File: config.mk
export PLATFORM = sky130hd
export DESIGN_NAME = phase_step_sequencer
export DESIGN_NICKNAME = d
export VERILOG_FILES = /design/src/rtl/pss_pkg.sv /design/src/rtl/pss_datapath.sv /design/src/rtl/pss_ctrl.sv /design/src/rtl/phase_step_sequencer.sv
export SDC_FILE = /design/constraint.sdc
export NUM_CORES = 1
export LEC_CHECK = 0
export BUFFER_PORTS_ARGS = -buffer_cell sky130_fd_sc_hd__buf_4
export CORE_MARGIN = 3
export CORE_UTILIZATION = 32
export CTS_CLUSTER_DIAMETER = 200
export DETAILED_ROUTE_END_ITERATION = 10
export GPL_TIMING_DRIVEN = 1
export PLACE_DENSITY = 0.55
export SLEW_MARGIN = 20
export SYNTH_ARGS = -nofsm -noshare
export SYNTH_HDL_FRONTEND = slang
export SYNTH_SLANG_ARGS = --single-unit
File: constraint.sdc
create_clock -name clk -period 2.5 [get_ports clk]
set_input_delay 0.125 -clock clk [delete_from_list [all_inputs] [get_ports clk]]
set_output_delay 0.125 -clock clk [all_outputs]
set_load 0.005 [all_outputs]
File: src/rtl/pss_pkg.sv
package pss_pkg;

  typedef enum logic [1:0] {
    ST_IDLE,
    ST_ISSUE,
    ST_WAIT,
    ST_HOLD
  } seqState_t;

  // strobes from control to datapath
  typedef struct packed {
    logic load;     // capture a new request
    logic issue;    // current operation is being started
    logic advance;  // prepare the next operation's step count
  } dpCmd_t;

endpackage

File: src/rtl/pss_datapath.sv
module pss_datapath
  import pss_pkg::*;
#(
  parameter int TOTAL_W = 8,
  parameter int SEL_W   = 5,
  parameter int STEP_W  = 3
) (
  input  logic               clk,
  input  logic               rst,
  input  dpCmd_t             cmd,
  input  logic [SEL_W-1:0]   reqSel,
  input  logic               reqDir,
  input  logic [TOTAL_W-1:0] reqCount,
  output logic [SEL_W-1:0]   opSel,
  output logic               opDir,
  output logic [STEP_W-1:0]  opSteps,
  output logic               lastOp,
  output logic               reqZero
);

  localparam int MAX_STEP_I = (1 << STEP_W) - 1;
  localparam logic [TOTAL_W-1:0] MAX_STEP_T = TOTAL_W'(MAX_STEP_I);
  localparam logic [STEP_W-1:0]  MAX_STEP_S = STEP_W'(MAX_STEP_I);

  logic [TOTAL_W-1:0] remaining;
  logic [STEP_W-1:0]  stepReg;
  logic [SEL_W-1:0]   selReg;
  logic               dirReg;

  function automatic logic [STEP_W-1:0] clampStep(input logic [TOTAL_W-1:0] v);
    if (v > MAX_STEP_T) return MAX_STEP_S;
    else                return v[STEP_W-1:0];
  endfunction

  always_ff @(posedge clk) begin
    if (rst) begin
      remaining <= '0;
      stepReg   <= '0;
      selReg    <= '0;
      dirReg    <= 1'b0;
    end else begin
      if (cmd.load) begin
        remaining <= reqCount;
        stepReg   <= clampStep(reqCount);
        selReg    <= reqSel;
        dirReg    <= reqDir;
      end else if (cmd.issue) begin
        remaining <= remaining - TOTAL_W'(stepReg);
      end else if (cmd.advance) begin
        stepReg   <= clampStep(remaining);
      end
    end
  end

  assign opSel   = selReg;
  assign opDir   = dirReg;
  assign opSteps = stepReg;
  assign lastOp  = (remaining == '0);
  assign reqZero = (reqCount == '0);


  steps_nonzero_chk: assert property (@(posedge clk) disable iff (rst)
    cmd.issue |-> stepReg != '0);


  short_op_last_chk: assert property (@(posedge clk) disable iff (rst)
    (cmd.issue && stepReg != MAX_STEP_S) |=> remaining == '0);

endmodule

File: src/rtl/pss_ctrl.sv
module pss_ctrl
  import pss_pkg::*;
#(
  parameter int HOLDOFF = 4
) (
  input  logic   clk,
  input  logic   rst,
  input  logic   reqValid,
  input  logic   reqZero,
  input  logic   lastOp,
  input  logic   phaseDone,
  output dpCmd_t cmd,
  output logic   phaseEn,
  output logic   busy,
  output logic   done,
  output logic   waiting
);

  localparam int HC_W = (HOLDOFF > 2) ? $clog2(HOLDOFF) : 1;
  localparam logic [HC_W-1:0] HOLD_LAST = HC_W'(HOLDOFF - 2);
  localparam int SD_W = $clog2(HOLDOFF + 1);
  localparam logic [SD_W-1:0] SD_MAX = SD_W'(HOLDOFF);

  seqState_t state, stateNext;
  logic [HC_W-1:0] holdCnt;
  logic doneSet;

  always_comb begin
    stateNext = state;
    cmd       = '0;
    doneSet   = 1'b0;
    unique case (state)
      ST_IDLE: begin
        if (reqValid) begin
          cmd.load = 1'b1;
          if (reqZero) doneSet = 1'b1;
          else         stateNext = ST_ISSUE;
        end
      end
      ST_ISSUE: begin
        cmd.issue = 1'b1;
        stateNext = ST_WAIT;
      end
      ST_WAIT: begin
        if (phaseDone) stateNext = ST_HOLD;
      end
      ST_HOLD: begin
        if (holdCnt == HOLD_LAST) begin
          if (lastOp) begin
            doneSet   = 1'b1;
            stateNext = ST_IDLE;
          end else begin
            cmd.advance = 1'b1;
            stateNext   = ST_ISSUE;
          end
        end
      end
      default: stateNext = ST_IDLE;
    endcase
  end

  always_ff @(posedge clk) begin
    if (rst) begin
      state   <= ST_IDLE;
      holdCnt <= '0;
      done    <= 1'b0;
    end else begin
      state   <= stateNext;
      done    <= doneSet;
      holdCnt <= (state == ST_HOLD) ? holdCnt + 1'b1 : '0;
    end
  end

  assign phaseEn = (state == ST_ISSUE);
  assign busy    = (state != ST_IDLE);
  assign waiting = (state == ST_WAIT);

  // checker state: cycles since the last completion pulse, saturating
  logic [SD_W-1:0] sinceDone;
  always_ff @(posedge clk) begin
    if (rst)                  sinceDone <= SD_MAX;
    else if (phaseDone)       sinceDone <= SD_W'(1);
    else if (sinceDone != SD_MAX) sinceDone <= sinceDone + 1'b1;
  end


  holdoff_gap_chk: assert property (@(posedge clk) disable iff (rst)
    phaseEn |-> sinceDone >= SD_MAX);


  strobe_single_chk: assert property (@(posedge clk) disable iff (rst)
    phaseEn |=> !phaseEn);


  done_single_chk: assert property (@(posedge clk) disable iff (rst)
    done |=> !done);


  busy_ignore_chk: assert property (@(posedge clk) disable iff (rst)
    (busy && reqValid && !phaseEn && !waiting && holdCnt != HOLD_LAST) |=> busy);

endmodule

File: src/rtl/phase_step_sequencer.sv
module phase_step_sequencer
  import pss_pkg::*;
#(
  parameter int TOTAL_W = 8,
  parameter int SEL_W   = 5,
  parameter int STEP_W  = 3,
  parameter int HOLDOFF = 4
) (
  input  logic               clk,
  input  logic               rst,
  input  logic               reqValid,
  input  logic [SEL_W-1:0]   reqSel,
  input  logic               reqDir,
  input  logic [TOTAL_W-1:0] reqCount,
  output logic               busy,
  output logic               done,
  output logic               phaseEn,
  output logic               phaseDir,
  output logic [SEL_W-1:0]   phaseSel,
  output logic [STEP_W-1:0]  phaseSteps,
  input  logic               phaseDone
);

  dpCmd_t cmd;
  logic   lastOp;
  logic   reqZero;
  logic   waiting;

  pss_ctrl #(.HOLDOFF(HOLDOFF)) u_ctrl (
    .clk       (clk),
    .rst       (rst),
    .reqValid  (reqValid),
    .reqZero   (reqZero),
    .lastOp    (lastOp),
    .phaseDone (phaseDone),
    .cmd       (cmd),
    .phaseEn   (phaseEn),
    .busy      (busy),
    .done      (done),
    .waiting   (waiting)
  );

  pss_datapath #(
    .TOTAL_W (TOTAL_W),
    .SEL_W   (SEL_W),
    .STEP_W  (STEP_W)
  ) u_dp (
    .clk      (clk),
    .rst      (rst),
    .cmd      (cmd),
    .reqSel   (reqSel),
    .reqDir   (reqDir),
    .reqCount (reqCount),
    .opSel    (phaseSel),
    .opDir    (phaseDir),
    .opSteps  (phaseSteps),
    .lastOp   (lastOp),
    .reqZero  (reqZero)
  );


  hold_stable_chk: assert property (@(posedge clk) disable iff (rst)
    (waiting && !phaseDone) |=> ($stable(phaseSel) && $stable(phaseDir) && $stable(phaseSteps)));


  zero_req_chk: assert property (@(posedge clk) disable iff (rst)
    (reqValid && !busy && reqCount == '0) |=> (done && !busy && !phaseEn));

endmodule

; ---- Word level (Yosys, flattened, before mapping)
; Index checks and enable logic that the tools add are counted.
[word_totals]
register_bits = 22
latchBits = 0
ramBits = 0
rom_bits = 0
inputBits = 18
elab_cells = 54
mem_count = 0
[classes]
addsub = 2
mul = 0
div_mod_pow = 0
magnitude_cmp = 2
eq_ne = 9
n_shift = 0
n_mux = 24
bitwise = 1
reduce_logical = 9
[ops]
columns = op, n
row1 = $gt A8 B3 Y1 const B, 2
row2 = $logic_not A8 Y1, 2
row3 = $mux W8, 2
row4 = $mux W3, 5
row5 = $mux W1, 11
row6 = $mux W2, 4
row7 = $pmux W2 S4, 1
row8 = $sub A8 B3 Y8, 1
row9 = $eq A2 B2 Y1 const B, 3
row10 = $ne A2 B2 Y1 const B, 3
row11 = $reduce_bool A2 Y1, 3
row12 = $ne A2 B1 Y1 const B, 2
row13 = $reduce_and A4 Y1, 1
row14 = $add A2 B1 Y2 const B, 1
row15 = $eq A2 B1 Y1 const B, 1
row16 = $logic_not A2 Y1, 1
row17 = $pmux W1 S2, 1
row18 = $reduce_and A2 Y1, 1
row19 = $reduce_or A2 Y1, 1
row20 = $not A1 Y1, 1

; ---- Longest topological paths before layout
[logic_depth]
ltp_word = 7
depth_mapped = 8
ltp_nobuf = 8

; ---- Modules after synthesis
; A second synthesis with hierarchy kept.
[unflattened]
hier_cells = 147
hier_area_um2 = 1272.5
[modules_own_cells]
columns = mod, n_inst, cells_per_inst, area_per_inst_um2, seq_area_each_um2
row1 = pss_datapath, 1, 109, 937.1, 340.3
row2 = pss_ctrl, 1, 38, 335.3, 100.1

; ---- Worst setup path after synthesis
; OpenSTA, ideal clock, no wires.
[synth_timing]
kind = reg-to-reg
start = reg u_dp.stepReg[1], in the netlist u_dp.opSteps[1]
end = reg u_dp.remaining[5]
setup_ns = 0.091
arrival_ns = 1.849
required_ns = 2.409
path_slack_ns = 0.560
path_stages_with_launch = 7
period_less_slack_ns = 1.940
path_cell_list = dfxtp_1 inv_1 ha_1 nor2b_1 o21a_1 or4b_2 a311oi_1
[synth_between]
elab_chain_len = 3
[synth_lines]
columns = element, line
row1 = "start, declared", pss_datapath.sv:26  ; logic [STEP_W-1:0] stepReg;
row2 = "start signal, assigned", pss_datapath.sv:44  ; stepReg <= clampStep(reqCount);
row3 = "start signal, assigned", pss_datapath.sv:50  ; stepReg <= clampStep(remaining);
row4 = $sub A8 B3 Y8, pss_datapath.sv:48  ; remaining <= remaining - TOTAL_W'(stepReg);
row5 = $mux W8, pss_datapath.sv:47  ; end else if (cmd.issue) begin
row6 = $mux W8, pss_datapath.sv:42  ; if (cmd.load) begin
row7 = "end signal, assigned", pss_datapath.sv:43  ; remaining <= reqCount;
row8 = "end signal, assigned", pss_datapath.sv:48
row9 = "end, declared", pss_datapath.sv:25  ; logic [TOTAL_W-1:0] remaining;
; Every way passes these cells. The select of a mux whose other input is x is not followed.
; A chain may end at the register's enable or synchronous reset.

; ---- Worst setup path in the final report
[layout_timing]
start = reg u_ctrl.state[1]
end = reg u_dp.remaining[5]
[layout_between]
elab_chain_len = 3
elab_cells_between_ends = 6
[layout_lines]
columns = element, line
row1 = "start, declared", pss_ctrl.sv:24  ; seqState_t state, stateNext;
row2 = "start signal, assigned", pss_ctrl.sv:68  ; state <= stateNext;
row3 = $eq A2 B1 Y1 or $logic_not A2 Y1 (tied branches), pss_ctrl.sv:32  ; unique case (state)
row4 = $mux W1, pss_ctrl.sv:32
row5 = $reduce_bool A2 Y1 (no line) or $mux W8 (tied branches), n/a
; Parallel ways exist; a longest one is shown, timed or not.

==> run metrics <==
outcome=complete, no violations; Clock Pin Slew Worst Setup and Hold Paths=about 80 ps; Setup crit end kind=register; CTS tree=built; Seq/Total Area, Yosys=0.3527; share of cells above drive strength 1=0.2067; Post-Syn Area=1249 um^2; Starting Density=0.3360; Distinct cells, synth=38; Syn Inst Count=151; Initial DRC Count=82; M2 GR Usage=0.2670; final net count=209; R2R Path End=u_dp.remaining[5]; slowest stage cell, crit path=or4b_2; Synth Area per Inst=8.270 um^2; CTS buffer count=3; max cap viols=0; CTS Buffer Depth=2; register area=440.4 um^2; H-tree levels=1; Die Height=68.47 um; most used routing layer=met2; IO Port Bufs=29; Comb pwr share=0.523; Fin. Hold Viols=0; CP startpoint=u_ctrl.state[1]; Max-slew headroom=0.6161; met3 GRT Util=0.04433; Core ar.=3716 um^2; DP HPWL=2520 um; Seq pwr share=0.344; Final Non-Filler Cells=around 230; PD cells=about 1100 nW/um^2; met1 Track Usage GR=0.1858; Post-DP Area=around 1500 um^2; IO Pins=30; clock root cell=clkbuf_8; min-delay worst type=input port to register; Internal=0.9591 mW; DRT Wirelength=roughly 3300 um; multi-input logic area=744.5 um^2; Die X=68.47 um; # diodes=0; Via density=5.291; total power=about 1.6 mW; Yosys top cell by area=dfxtp_1; switching power=0.6807 mW; synthesized net count=179; share of the synthesized area in the top cell type=0.3527; row cnt=22; Worst EP required=2680 ps; first-pass GRT wire length=5430 um; Pleak=0.6260 nW; Worst R2R Start=u_ctrl.state[1]; hold path cells=3; insertion delay to the later sink of the worst-skew pair=approximately 260 ps; Worst Tran Pin Value=570.6 ps; Max Fclk=478.0 MHz; fillcell total=407; drt pass-1 iters=4; Synth Warn #=0; Critical Path AT=2270 ps; Layout Skew=6.905 ps; vias in the first global route=1180; unrepaired setup endpoints after global routing=no; FF-to-FF setup slack=410 ps; Worst Path Max Fanout=8; Final min period=2092 ps; max-slew violations=0; full die area=4687 um^2; crit share post-route=0.8368; Design Area, Final=1556 um^2; Clock power frac=0.133; Critical Path, Cell by Cell=inv_1 -> ha_1 -> nand2b_1 -> or4b_2 -> a311oi_1; reg2reg path depth=5; crit path kind=register to register; antenna-violating nets left=0; # DRC=0; clock sink count=22; largest net degree at the start of global routing=22; wire per inst=14.44 um; flops & latches, synth=22; maximum vdd ir drop=around 0.00047 V; slowest stage delay, CP=680 ps; Total GRT Usage=0.1566; Setup TNS Final=0 ps; Final Wtd Congestion=about 0.88; grt ovf=0; post-CTS sizing=0; Layout area overhead=24.65%; CP endpoint=u_dp.remaining[5]; post-placement cell count=224; Post-CTS Setup Inserts=0; largest cells by area after synthesis=dfxtp_1, ha_1, nand2_1; Sw Share=0.4151; CP startpoint kind=register; # setup viols final=0; initial antenna violation count=0; Via Count=1201; Hold Slack=roughly 110 ps; hold_buf cts=0
==> per-stage QoR <==
step	worst slack, ps	utilization
2_1_floorplan	559.9	-
3_3_place_gp	514.7	0.4077
3_5_place_dp	446.5	0.4077
4_1_cts	417.7	0.4189
5_1_grt	268.9	0.4189
6_report	407.9	0.4189
==> power groups by stage <==
stage | logic (mW) | clock network [mW] | registers, mW
finish | 0.858 | 0.218 | 0.564
global route | 0.976 | 0.247 | 0.583
CTS | 0.866 | 0.232 | 0.564
detailed placement | 0.862 | 0 | 0.572
global placement | 0.835 | 0 | 0.564
floorplan | 0.606 | 0 | 0.547
==> cell type report <==
cell class	instances	area share
repair buffers	30	0.1447
well taps	48	0.03859
flip-flops and latches	22	0.2830
clock buffers	3	0.02653
multi-input cells	112	0.4783
inverters	12	0.02894
==> cell families after synthesis <==
family / synth area share
AO/OA/AOI/OAI: 0.2425
XOR/XNOR: 0.02105
adder cells (fa/ha/maj): 0.1062
buffers and inverters: 0.05109
flip-flops: 0.3527
multiplexers: 0.02405
AND/OR/NAND/NOR: 0.2024
==> worst max-delay path: cells and delay by family (launching register included) <==
kind	cells	cell delay, ps
fa+ha+maj	1	350
compound gates	1	270
buf+inv	1	130
flops	1	350
simple gates	2	910
==> synth_stat cells (all sizes together) <==
master and n:
dfxtp 22, nand2 21, nor2 15, inv 12
a21oi 11, ha 9, a211oi 7, or4 5
clkbuf 4, o21ai 4, a311oi 3, mux2i 3
nor3 3, o31ai 3, xnor2 3, a221o 2
nor4 2, o211ai 2, o21a 2, a2111oi 1
a32o 1, and2 1, buf 1, fa 1
nand2b 1, nand4 1, nor2b 1, o21bai 1
o221ai 1, o22a 1, o22ai 1, o311ai 1
o32ai 1, o41ai 1, or2 1, or3 1
or4b 1
==> how the worst min path moves through the flow <==
| stage | startpoint | end |
|---|---|---|
| finish | reqSel[0] | u_dp.opSel[0] |
| global route | reqSel[0] | u_dp.opSel[0] |
| CTS | reqSel[0] | u_dp.opSel[0] |
| detailed placement | reqCount[2] | u_dp.remaining[2] |
| global placement | reqSel[0] | u_dp.opSel[0] |
| floorplan | reqDir | u_dp.opDir |
==> layout by cell type (no fill, tap or decap), types with 2 or more instances in the layout <==
cell type	n
inv_1	12
a211oi_1	7
or4_1	4
o31ai_1	3
a21oi_1	11
clkbuf_8	3
a311oi_1	3
mux2i_1	3
nor4_1	2
o21a_1	2
nor3_1	3
ha_1	9
dfxtp_1	22
xnor2_1	3
a221o_1	2
o21ai_0	4
buf_4	30
nand2_1	21
o211ai_1	2
nor2_1	15
==> sequential cells by signal (all words and copies together), names as in the netlist <==
name and count:
u_dp.opDir 1, u_ctrl.done 1, u_ctrl.holdCnt 2, u_dp.opSel 5, u_ctrl.state 2, u_dp.opSteps 3, u_dp.remaining 8
==> layer usage <==
metal / vias to the layer above / part of all wire
li1: 606 / -
met1: 566 / 0.45
met2: 24 / 0.49
met3: 5 / 0.048
met4: 0 / 0.012
met5: - / 0
(Power assumes the default switching activity.)
